<file path="config.mk">
export PLATFORM = sky130hd
export DESIGN_NAME = seg_load_guard
export DESIGN_NICKNAME = d
export VERILOG_FILES = /design/src/rtl/segld_pkg.sv /design/src/rtl/segld_ptr_split.sv /design/src/rtl/segld_rules.sv /design/src/rtl/seg_load_guard.sv
export SDC_FILE = /design/constraint.sdc
export NUM_CORES = 1
export LEC_CHECK = 0
export ABC_AREA = 1
export BUFFER_PORTS_ARGS = -buffer_cell sky130_fd_sc_hd__buf_2
export CAP_MARGIN = 20
export CORE_MARGIN = 5
export CORE_UTILIZATION = 50
export CTS_CLUSTER_DIAMETER = 30
export DETAILED_ROUTE_END_ITERATION = 10
export HOLD_SLACK_MARGIN = 0.02
export PLACE_DENSITY = 0.75
export SYNTH_ARGS = -nofsm -noshare
export SYNTH_HDL_FRONTEND = slang
export SYNTH_HIERARCHICAL = 1
export SYNTH_SLANG_ARGS = --single-unit
export TNS_END_PERCENT = 5
</file>
<file path="constraint.sdc">
create_clock -name clk -period 3.8 [get_ports clk]
set_input_delay 0.38 -clock clk [delete_from_list [all_inputs] [get_ports clk]]
set_output_delay 0.38 -clock clk [all_outputs]
set_load 0.02 [all_outputs]
</file>
<file path="src/rtl/segld_pkg.sv">
`timescale 1ns/1ps
package segld_pkg;
  localparam int NUM_SEG = 5;
  localparam int ATTR_W  = 8;

  typedef enum logic [2:0] {MD_REAL = 3'd0, MD_V86 = 3'd1, MD_PROT = 3'd2,
                            MD_COMPAT = 3'd3, MD_LONG = 3'd4} cpu_mode_e;
  typedef enum logic [2:0] {SR_SS = 3'd0, SR_DS = 3'd1, SR_ES = 3'd2,
                            SR_FS = 3'd3, SR_GS = 3'd4} seg_id_e;
  typedef enum logic [2:0] {FK_NONE = 3'd0, FK_GP = 3'd1, FK_SS = 3'd2,
                            FK_NP = 3'd3, FK_UD = 3'd4} fault_e;
  typedef enum logic [1:0] {OS_16 = 2'd0, OS_32 = 2'd1, OS_64 = 2'd2} opsz_e;
  typedef enum logic [1:0] {ST_IDLE, ST_FETCH, ST_CHECK, ST_DONE} ld_state_e;

  typedef struct packed {
    logic       p;
    logic [1:0] dpl;
    logic       s;
    logic [3:0] typ;
  } desc_attr_t;
endpackage

</file>
<file path="src/rtl/segld_ptr_split.sv">
`timescale 1ns/1ps
module segld_ptr_split import segld_pkg::*; #(
  parameter int OFF_W = 64,
  parameter int SEL_W = 16
) (
  input  logic [OFF_W+SEL_W-1:0] ptr,
  input  logic [2:0]             mode,
  input  logic [1:0]             opsz,
  output logic [SEL_W-1:0]       sel,
  output logic [OFF_W-1:0]       off
);
  localparam int NARROW = 16;
  localparam int MID    = 32;

  always_comb begin
    off = '0;
    if (mode == MD_LONG && opsz == OS_64) begin
      off = ptr[OFF_W-1:0];
      sel = ptr[OFF_W +: SEL_W];
    end else if (opsz == OS_16) begin
      off[NARROW-1:0] = ptr[NARROW-1:0];
      sel = ptr[NARROW +: SEL_W];
    end else begin
      off[MID-1:0] = ptr[MID-1:0];
      sel = ptr[MID +: SEL_W];
    end
  end
endmodule

</file>
<file path="src/rtl/segld_rules.sv">
`timescale 1ns/1ps
module segld_rules import segld_pkg::*; #(
  parameter int SEL_W = 16,
  localparam int IDX_W = SEL_W - 3
) (
  input  logic [2:0]       mode,
  input  logic [1:0]       cpl,
  input  logic [2:0]       tgt,
  input  logic [SEL_W-1:0] sel,
  input  logic [IDX_W-1:0] limit,
  input  logic             canon,
  input  desc_attr_t       dsc,
  output logic             need_desc,
  output logic [2:0]       kind,
  output logic [15:0]      code,
  output logic             wr_sel,
  output logic             wr_valid,
  output logic             valid_val,
  output logic             wr_attr
);
  logic checked, wide, is_null, ud, lim_bad, canon_bad;
  logic is_code, conf, rw, ss_bad, dx_type_bad, dx_priv_bad;
  logic [1:0] rpl;
  logic [15:0] sel_code;

  assign checked   = (mode == MD_PROT) || (mode == MD_COMPAT) || (mode == MD_LONG);
  assign wide      = (mode == MD_LONG);
  assign rpl       = sel[1:0];
  assign is_null   = (sel[SEL_W-1:2] == '0);
  assign sel_code  = 16'({sel[SEL_W-1:2], 2'b00});
  assign ud        = wide && (tgt == SR_DS || tgt == SR_ES);
  assign lim_bad   = sel[SEL_W-1:3] > limit;
  assign canon_bad = wide && !canon;
  assign need_desc = checked && !ud && !is_null && !lim_bad && !canon_bad;

  assign is_code     = dsc.typ[3];
  assign conf        = dsc.typ[2];
  assign rw          = dsc.typ[1];
  assign ss_bad      = (rpl != cpl) || (dsc.dpl != cpl) || !dsc.s || is_code || !rw;
  assign dx_type_bad = !dsc.s || (is_code && !rw);
  assign dx_priv_bad = (!is_code || !conf) && ((rpl > dsc.dpl) || (cpl > dsc.dpl));

  always_comb begin
    kind = FK_NONE; code = '0;
    wr_sel = 1'b0; wr_valid = 1'b0; valid_val = 1'b0; wr_attr = 1'b0;
    if (!checked) begin
      wr_sel = 1'b1;
    end else if (ud) begin
      kind = FK_UD;
    end else if (is_null) begin
      if (tgt == SR_SS && (!wide || rpl == 2'd3 || rpl != cpl)) begin
        kind = FK_GP;
      end else begin
        wr_sel = 1'b1; wr_valid = 1'b1;
      end
    end else if (lim_bad || canon_bad) begin
      kind = FK_GP; code = sel_code;
    end else if (tgt == SR_SS && ss_bad) begin
      kind = FK_GP; code = sel_code;
    end else if (tgt != SR_SS && (dx_type_bad || dx_priv_bad)) begin
      kind = FK_GP; code = sel_code;
    end else if (!dsc.p) begin
      kind = (tgt == SR_SS) ? FK_SS : FK_NP; code = sel_code;
    end else begin
      wr_sel = 1'b1; wr_valid = 1'b1; valid_val = 1'b1; wr_attr = 1'b1;
    end
  end
endmodule

</file>
<file path="src/rtl/seg_load_guard.sv">
`timescale 1ns/1ps
module seg_load_guard import segld_pkg::*; #(
  parameter int OFF_W = 64,
  parameter int SEL_W = 16,
  localparam int IDX_W = SEL_W - 3,
  localparam int PTR_W = OFF_W + SEL_W
) (
  input  logic                      clk,
  input  logic                      rst,
  input  logic                      start,
  input  logic [2:0]                mode,
  input  logic [1:0]                cpl,
  input  logic [2:0]                tgt,
  input  logic [1:0]                opsz,
  input  logic [PTR_W-1:0]          ptr,
  input  logic [IDX_W-1:0]          tbl_limit,
  input  logic                      desc_canon,
  output logic                      desc_req,
  output logic [IDX_W-1:0]          desc_idx,
  input  logic                      desc_ack,
  input  logic [3:0]                desc_type,
  input  logic                      desc_s,
  input  logic [1:0]                desc_dpl,
  input  logic                      desc_present,
  output logic                      done,
  output logic [2:0]                fault_kind,
  output logic [15:0]               fault_code,
  output logic [OFF_W-1:0]          dest_off,
  output logic [NUM_SEG*SEL_W-1:0]  seg_sel,
  output logic [NUM_SEG-1:0]        seg_valid,
  output logic [NUM_SEG*ATTR_W-1:0] seg_attr
);
  ld_state_e        state;
  logic [2:0]       req_mode, req_tgt;
  logic [1:0]       req_cpl;
  logic [SEL_W-1:0] req_sel, split_sel;
  logic [OFF_W-1:0] req_off, split_off;
  logic [IDX_W-1:0] req_limit;
  logic             req_canon;
  desc_attr_t       dattr;

  logic        need_desc, wr_sel, wr_valid, valid_val, wr_attr, commit;
  logic [2:0]  chk_kind;
  logic [15:0] chk_code;

  segld_ptr_split #(.OFF_W(OFF_W), .SEL_W(SEL_W)) u_split (
    .ptr(ptr), .mode(mode), .opsz(opsz), .sel(split_sel), .off(split_off));

  segld_rules #(.SEL_W(SEL_W)) u_rules (
    .mode(req_mode), .cpl(req_cpl), .tgt(req_tgt), .sel(req_sel),
    .limit(req_limit), .canon(req_canon), .dsc(dattr),
    .need_desc(need_desc), .kind(chk_kind), .code(chk_code),
    .wr_sel(wr_sel), .wr_valid(wr_valid), .valid_val(valid_val), .wr_attr(wr_attr));

  assign commit   = (state == ST_CHECK);
  assign done     = (state == ST_DONE);
  assign desc_req = (state == ST_FETCH) && need_desc;
  assign desc_idx = req_sel[SEL_W-1:3];

  always_ff @(posedge clk) begin
    if (rst) begin
      state <= ST_IDLE;
      req_mode <= '0; req_tgt <= '0; req_cpl <= '0; req_sel <= '0; req_off <= '0;
      req_limit <= '0; req_canon <= 1'b0; dattr <= '0;
      fault_kind <= '0; fault_code <= '0; dest_off <= '0;
    end else begin
      case (state)
        ST_IDLE: if (start) begin
          req_mode <= mode; req_tgt <= tgt; req_cpl <= cpl;
          req_sel <= split_sel; req_off <= split_off;
          req_limit <= tbl_limit; req_canon <= desc_canon;
          state <= ST_FETCH;
        end
        ST_FETCH: if (!need_desc) begin
          state <= ST_CHECK;
        end else if (desc_ack) begin
          dattr <= '{p: desc_present, dpl: desc_dpl, s: desc_s, typ: desc_type};
          state <= ST_CHECK;
        end
        ST_CHECK: begin
          fault_kind <= chk_kind;
          fault_code <= chk_code;
          if (wr_sel) dest_off <= req_off;
          state <= ST_DONE;
        end
        default: state <= ST_IDLE;
      endcase
    end
  end

  for (genvar g = 0; g < NUM_SEG; g++) begin : g_seg
    logic hit;
    assign hit = commit && (req_tgt == 3'(g));
    always_ff @(posedge clk) begin
      if (rst) begin
        seg_sel[g*SEL_W +: SEL_W]    <= '0;
        seg_valid[g]                 <= 1'b0;
        seg_attr[g*ATTR_W +: ATTR_W] <= '0;
      end else if (hit) begin
        if (wr_sel)   seg_sel[g*SEL_W +: SEL_W]    <= req_sel;
        if (wr_valid) seg_valid[g]                 <= valid_val;
        if (wr_attr)  seg_attr[g*ATTR_W +: ATTR_W] <= dattr;
      end
    end
  end
endmodule

</file>
==> flow_summary.toml, run 1 <==
[pwr]
swShare = 0.343
power_frac_seq = 0.301
power_frac_clock = 0.444
peakVddDrop_v = 0.000496
combPwrFrac = 0.255
intPower_mw = 9.98
power.density_nw_per_um2 = 811
power.switching_mw = 5.22
leakagePower_nw = 9.68

[route]
drtIter0Drc = 957
dr.pass1.iters = 5
postRouteAntennaNets = 0
drt_wl_total_um = 44300
post-route-drc-count = 0
via_per_inst = 4.92
vias = 14331
wire_per_inst_um = 15.2

[sta]
setup_tns_ns = 0
fin_crit_sh = 0.818
report.final.slew_viol_count = 0
finalClockSkew_ns = 0.0278
period_minus_slack_ns = 3.11
rsz0062_at_grt = "false"
hold_violations = 0
finalSetupViolCount = 0
max-slew-margin-rel = 0.266
fmax_mhz = 322
worstMarginPinSlew_ns = 1.10
fin_ws_ns = 0.690
whs_ns = 0.0834

[hold_path]
hold_path_class = "input pin to flip-flop"
worst_hold_startpoint = "ptr[12]"
holdPathEnd = "req_off[12]$_SDFFE_PP0P_"
hold_depth = 3

[setup_path]
crit_chain = "nor2_1 -> nand2_1 -> nor2_1 -> nand3_1 -> inv_1 -> nor2_4 -> inv_1 -> nor2_1 -> nand2_1 -> clkinv_1 -> buf_2"
cp.required_ns = 3.42
r2r_start = "dattr[6]$_SDFFE_PP0P_"
critPathMaxStageDelay_ns = 0.53
reg2reg_depth = 18
start_kind = "flip-flop"
cp_max_fo = 15
rr_endpoint = "seg_sel[26]$_SDFFE_PP0P_"
crit_slowest_cell = "dfxtp_1"
critPathKind = "flip-flop to output pin"
cpMostUsedCell = "nor2_1"
crit_path_end_kind = "output pin"
worstPathArrival_ns = 2.73
r2r_slack_ns = 0.77

[run]
maxCapViolCount = 0

[global_routing]
grt_first_pass_wirelength_um = 70300
grt_max_degree = 201
grt_remaining_overflow = 0
antenna_found_initial = 2
grt_pass1_vias = 13803
grt_usage = 0.260

[cts]
cts_resized = 0
cts_buffer_depth = 3
cts_hold_buf = 0
clkTransAtPathRegs_ns = 0.05
clk_latency_ns = 0.56
h-tree-depth = 3
cts_root_buf = "clkbuf_16"
cts_buffers = 72
post_cts_buffers = 0
cts_sinks = 320
cts_tree = "yes"

[floorplanning]
die_area_um2 = 32400
core_area_um2 = 28600
row_count = 62
io_pins = 339
die_h_um = 180
dieWidth_um = 180
start_util = 0.505

[yosys]
synth-seq-cells = 320
synth_seq_area_share = 0.443
syn_area_um2 = 14500
synth_warnings = 6
avgSynthCellArea_um2 = 6.60
syn_inst = 2188
ys_types = 30

[cells_and_area]
final_common_cell = "nor2_1"
fin_area_um2 = 18700
final_cell_mix = "nor2_1 (570), nand2_1 (392), buf_2 (338), dfxtp_1 (320), inv_1 (316)"
drive_above_1_share = 0.209
fin_nets = 2604
fin_util = 0.655
area_growth_pct = 29.7

[placed_design]
dp_slack_ns = 0.793
io_buffers = 338
place_hpwl_um = 29700
gp_congestion = 0.922
detailed_place.area_um2 = 16100

[outcome]
status = "complete, no violations"
## routing by layer
layer  part of all wire  up-vias  GRT usage
met5                  0        -          0
met4              0.030        0      0.101
met3              0.094      105     0.0816
met2               0.46      600      0.419
met1               0.42     6472      0.327
li1                   -     7154          -
## worst max-delay path by stage
stage	slack, ns	depth (start not counted)	endpoint	startpoint
floorplan	1.17	15	seg_attr[35]$_SDFFE_PP0P_	req_sel[15]$_SDFFE_PP0P_
global placement	0.86	17	seg_sel[26]$_SDFFE_PP0P_	req_sel[10]$_SDFFE_PP0P_
detailed placement	0.79	17	seg_sel[26]$_SDFFE_PP0P_	req_sel[10]$_SDFFE_PP0P_
CTS	0.67	11	desc_req	req_sel[8]$_SDFFE_PP0P_
global route	0.42	17	seg_sel[25]$_SDFFE_PP0P_	req_sel[9]$_SDFFE_PP0P_
finish	0.69	11	desc_req	req_sel[6]$_SDFFE_PP0P_
## logic make-up after synthesis
| kind of cell | synth area share |
|---|---|
| adder cells (fa/ha/maj) | 0.0182 |
| flip-flops | 0.443 |
| other | 0.000259 |
| AO/OA/AOI/OAI | 0.0853 |
| buffers and inverters | 0.138 |
| AND/OR/NAND/NOR | 0.315 |
## sequential cells by signal (all words and copies together), names as in the netlist
name        cells
req_cpl         2
req_tgt         3
seg_valid       5
req_canon       1
req_limit      13
req_sel        16
req_mode        3
seg_sel        80
dest_off       64
dattr           8
seg_attr       40
state           2
req_off        64
fault_code     16
fault_kind      3
## area by class of cell
cell class / count / area, um2
well taps: 384 / 480
repair buffers: 355 / 1870
fillers: 2496 / 9890
diodes: 2 / 5.00
inverters: 325 / 1230
clock buffers: 92 / 1970
clock inverters: 41 / 711
flip-flops and latches: 320 / 6410
multi-input cells: 1393 / 6070
## worst max-delay path, delay by kind of cell (launching register included)
kind | cells | cell delay (ns)
simple gates | 7 | 1.02
flops | 1 | 0.53
buf+inv | 4 | 0.63
## power by group through the flow
stage / clock, mW / sequential, mW / combinational, mW
5_1_grt: 7.02 / 4.65 / 4.34
2_1_floorplan: 0 / 4.95 / 2.27
3_5_place_dp: 0 / 4.61 / 3.84
4_1_cts: 6.82 / 4.57 / 3.89
6_report: 6.75 / 4.58 / 3.88
3_3_place_gp: 0 / 4.59 / 3.79
## synth_stat cells, drive strengths merged
library cell,n,area [um2]
a21boi,1,7.51
nand3,104,541
clkbuf,72,270
nand2,399,1510
nand4,17,106
clkinv,1,3.75
a21oi,36,184
nor3,4,20.0
or2,1,6.26
buf,79,508
o211ai,1,7.51
inv,324,1220
ha,21,263
o21ai,202,1010
dfxtp,320,6410
nor4,1,6.26
nor2,601,2360
o21bai,3,22.5
conb,1,3.75
## metrics by stage
| stage | instances | power [mW] |
|---|---|---|
| floorplan | 2189 | 7.22 |
| detailed placement | 2777 | 8.46 |
| global route | 2911 | 16.0 |
| global placement | 2777 | 8.37 |
| CTS | 2910 | 15.3 |
| finish | 2912 | 15.2 |
Note: power is estimated with default switching activity, not from simulation.
==> inputs of run 2 (changes only) <==
--- a/config.mk
+++ b/config.mk
@@ -9,11 +9,11 @@
 export BUFFER_PORTS_ARGS = -buffer_cell sky130_fd_sc_hd__buf_2
 export CAP_MARGIN = 20
 export CORE_MARGIN = 5
-export CORE_UTILIZATION = 50
+export CORE_UTILIZATION = 49
 export CTS_CLUSTER_DIAMETER = 30
 export DETAILED_ROUTE_END_ITERATION = 10
 export HOLD_SLACK_MARGIN = 0.02
-export PLACE_DENSITY = 0.75
+export PLACE_DENSITY = 0.77
 export SYNTH_ARGS = -nofsm -noshare
 export SYNTH_HDL_FRONTEND = slang
 export SYNTH_HIERARCHICAL = 1
==> constraint.sdc (replaced) <==
create_clock -name clk -period 2.8 [get_ports clk]
set_input_delay 0.28 -clock clk [delete_from_list [all_inputs] [get_ports clk]]
set_output_delay 0.28 -clock clk [all_outputs]
set_load 0.02 [all_outputs]
==> flow_summary.toml, run 2 (same netlist as run 1, synthesis figures left out) <==
[cells_and_area]
top_regs = "seg_sel (80), dest_off (64), req_off (64)"
final_common_cell = "nor2_1"
fin_nets = 2672
largest_reg_flops = 80
regMostFlops = "seg_sel"
fin_area_um2 = 19300
final_cell_mix = "nor2_1 (567), nand2_1 (391), buf_2 (337), dfxtp_1 (319), inv_1 (316)"
area_growth_pct = 33.8
drive_above_1_share = 0.220

[setup_path]
cpLargestDelayFamily = "simple AND/OR/NAND/NOR gates"
r2r_start = "dattr[6]$_SDFFE_PP0P_"
worst-path-buf-inv = 4
start_kind = "flip-flop"
crit_path_end_kind = "output pin"
r2r_slack_ns = 0.27
crit_slowest_cell = "dfxtp_1"
worstPathArrival_ns = 2.40
rr_endpoint = "dest_off[23]$_SDFFE_PP0P_"
critPathKind = "flip-flop to output pin"
cpMostUsedCell = "nand2_1"
reg2reg_depth = 17
cp.required_ns = 2.52
crit_chain = "inv_1 -> ha_1 -> nand2_1 -> nor2_2 -> inv_1 -> nor2_1 -> nand2_1 -> nand2_1 -> nand2_2 -> nand2_4 -> nor2_4 -> nand2_1 -> clkinv_2 -> buf_4"
cp_max_fo = 10
critPathMaxStageDelay_ns = 0.32

[sta]
fin_ws_ns = 0.115
finalClockSkew_ns = 0.0265
hold_violations = 0
report.final.slew_viol_count = 0
period_minus_slack_ns = 2.68
finalSetupViolCount = 0
fmax_mhz = 372
max-slew-margin-rel = 0.516
fin_crit_sh = 0.959
worstMarginPinSlew_ns = 0.725
rsz0062_at_grt = "true"

[cts]
cts_tree = "yes"
cts_sinks = 320
cts_buffer_depth = 3
clk_latency_ns = 0.56
clkTransAtPathRegs_ns = 0.04
cts_buffers = 74
h-tree-depth = 3
cts_root_buf = "clkbuf_16"

[global_routing]
grt_pass1_vias = 14159
gr-usage-met2 = 0.441
grtUsageMet3 = 0.0806
grt_first_pass_wirelength_um = 72800
top_usage_layer = "met2"
antenna_found_initial = 1
grt_max_degree = 118
use_met1 = 0.329
grt_usage = 0.266
grt_remaining_overflow = 0

[placed_design]
io_buffers = 338
place_hpwl_um = 30900
dp_slack_ns = 0.0922
detailed_place.area_um2 = 16300
gp_congestion = 0.880

[outcome]
status = "complete, no violations"

[route]
drtIter0Drc = 1110
vias = 14616
dr.pass1.iters = 7
via_per_inst = 4.91
post-route-drc-count = 0
wire_per_inst_um = 15.6
postRouteAntennaNets = 0
drt_wl_total_um = 46500

[floorplanning]
die_h_um = 182
row_count = 62
io_pins = 339
die_area_um2 = 33000
core_area_um2 = 28900
start_util = 0.499
dieWidth_um = 182

[pwr]
power.density_nw_per_um2 = 1070
intPower_mw = 13.6
totalPowerFinal_mw = 20.7
power_frac_clock = 0.428
power.switching_mw = 7.17
power_frac_seq = 0.295
swShare = 0.346
leakagePower_nw = 9.99
combPwrFrac = 0.277
peakVddDrop_v = 0.000654

[hold_path]
hold_depth = 3
hold_path_class = "input pin to flip-flop"
holdPathEnd = "req_limit[9]$_SDFFE_PP0P_"
worst_hold_startpoint = "tbl_limit[9]"

[run]
maxCapViolCount = 0
[run 2: layer usage]
layer  part of all wire  wire, um
met5                  0         0
met2               0.47     21800
met1               0.41     19200
met3              0.090      4180
met4              0.030      1410
[run 2: how the worst max path moves through the flow]
stage / start / cells past startpoint / end / slack [ns]
2_1_floorplan: req_sel[15]$_SDFFE_PP0P_ / 15 / seg_attr[35]$_SDFFE_PP0P_ / 0.17
3_3_place_gp: req_limit[12]$_SDFFE_PP0P_ / 17 / seg_sel[26]$_SDFFE_PP0P_ / 0.17
3_5_place_dp: req_limit[12]$_SDFFE_PP0P_ / 17 / seg_sel[28]$_SDFFE_PP0P_ / 0.09
4_1_cts: req_limit[12]$_SDFFE_PP0P_ / 13 / desc_req / 0.009
5_1_grt: req_limit[12]$_SDFFE_PP0P_ / 14 / desc_req / -0.04
6_report: req_limit[12]$_SDFFE_PP0P_ / 14 / desc_req / 0.12
[run 2: area by class of cell]
class | count | area, um2
clock buffers | 94 | 2050
inverters | 325 | 1230
diodes | 2 | 5.00
repair buffers | 419 | 2490
fillers | 2450 | 9590
well taps | 384 | 480
clock inverters | 39 | 549
multi-input cells | 1395 | 6130
flip-flops and latches | 320 | 6410
[run 2: worst register-to-register path, delay by kind of cell (launching register included)]
kind / cells / cell delay [ns]
simple gates: 10 / 0.90
buf+inv: 3 / 0.35
fa+ha+maj: 1 / 0.30
flops: 1 / 0.37
compound gates: 3 / 0.48
[run 2: power by group through the flow]
stage	combinational (mW)	sequential, mW	clock, mW
3_3_place_gp	5.34	6.11	0
3_5_place_dp	5.45	6.16	0
2_1_floorplan	3.08	6.72	0
6_report	5.75	6.11	8.87
5_1_grt	6.38	6.21	9.27
4_1_cts	5.54	6.09	8.97
[run 2: stage by stage]
step / hold WS (ns) / setup TNS [ns] / cells / utilization
2_1_floorplan: 0.447 / 0 / 2189 / -
3_3_place_gp: 0.455 / 0 / 2803 / 0.562
3_5_place_dp: 0.465 / 0 / 2803 / 0.562
4_1_cts: 0.0221 / 0 / 2972 / 0.664
5_1_grt: 0.0334 / -0.0369 / 2977 / 0.668
6_report: 0.0287 / 0 / 2978 / 0.668
[run 2: what timing repair did]
action / 4_1_cts / 5_1_grt
gates cloned: 0 / 4
gates resized for setup: 2 / 14
pin swaps: 1 / 0
buffers inserted: 1 / 0
hold buffers: 35 / 0
setup endpoints to repair: 1 / 131
hold endpoints to repair: 35 / 0
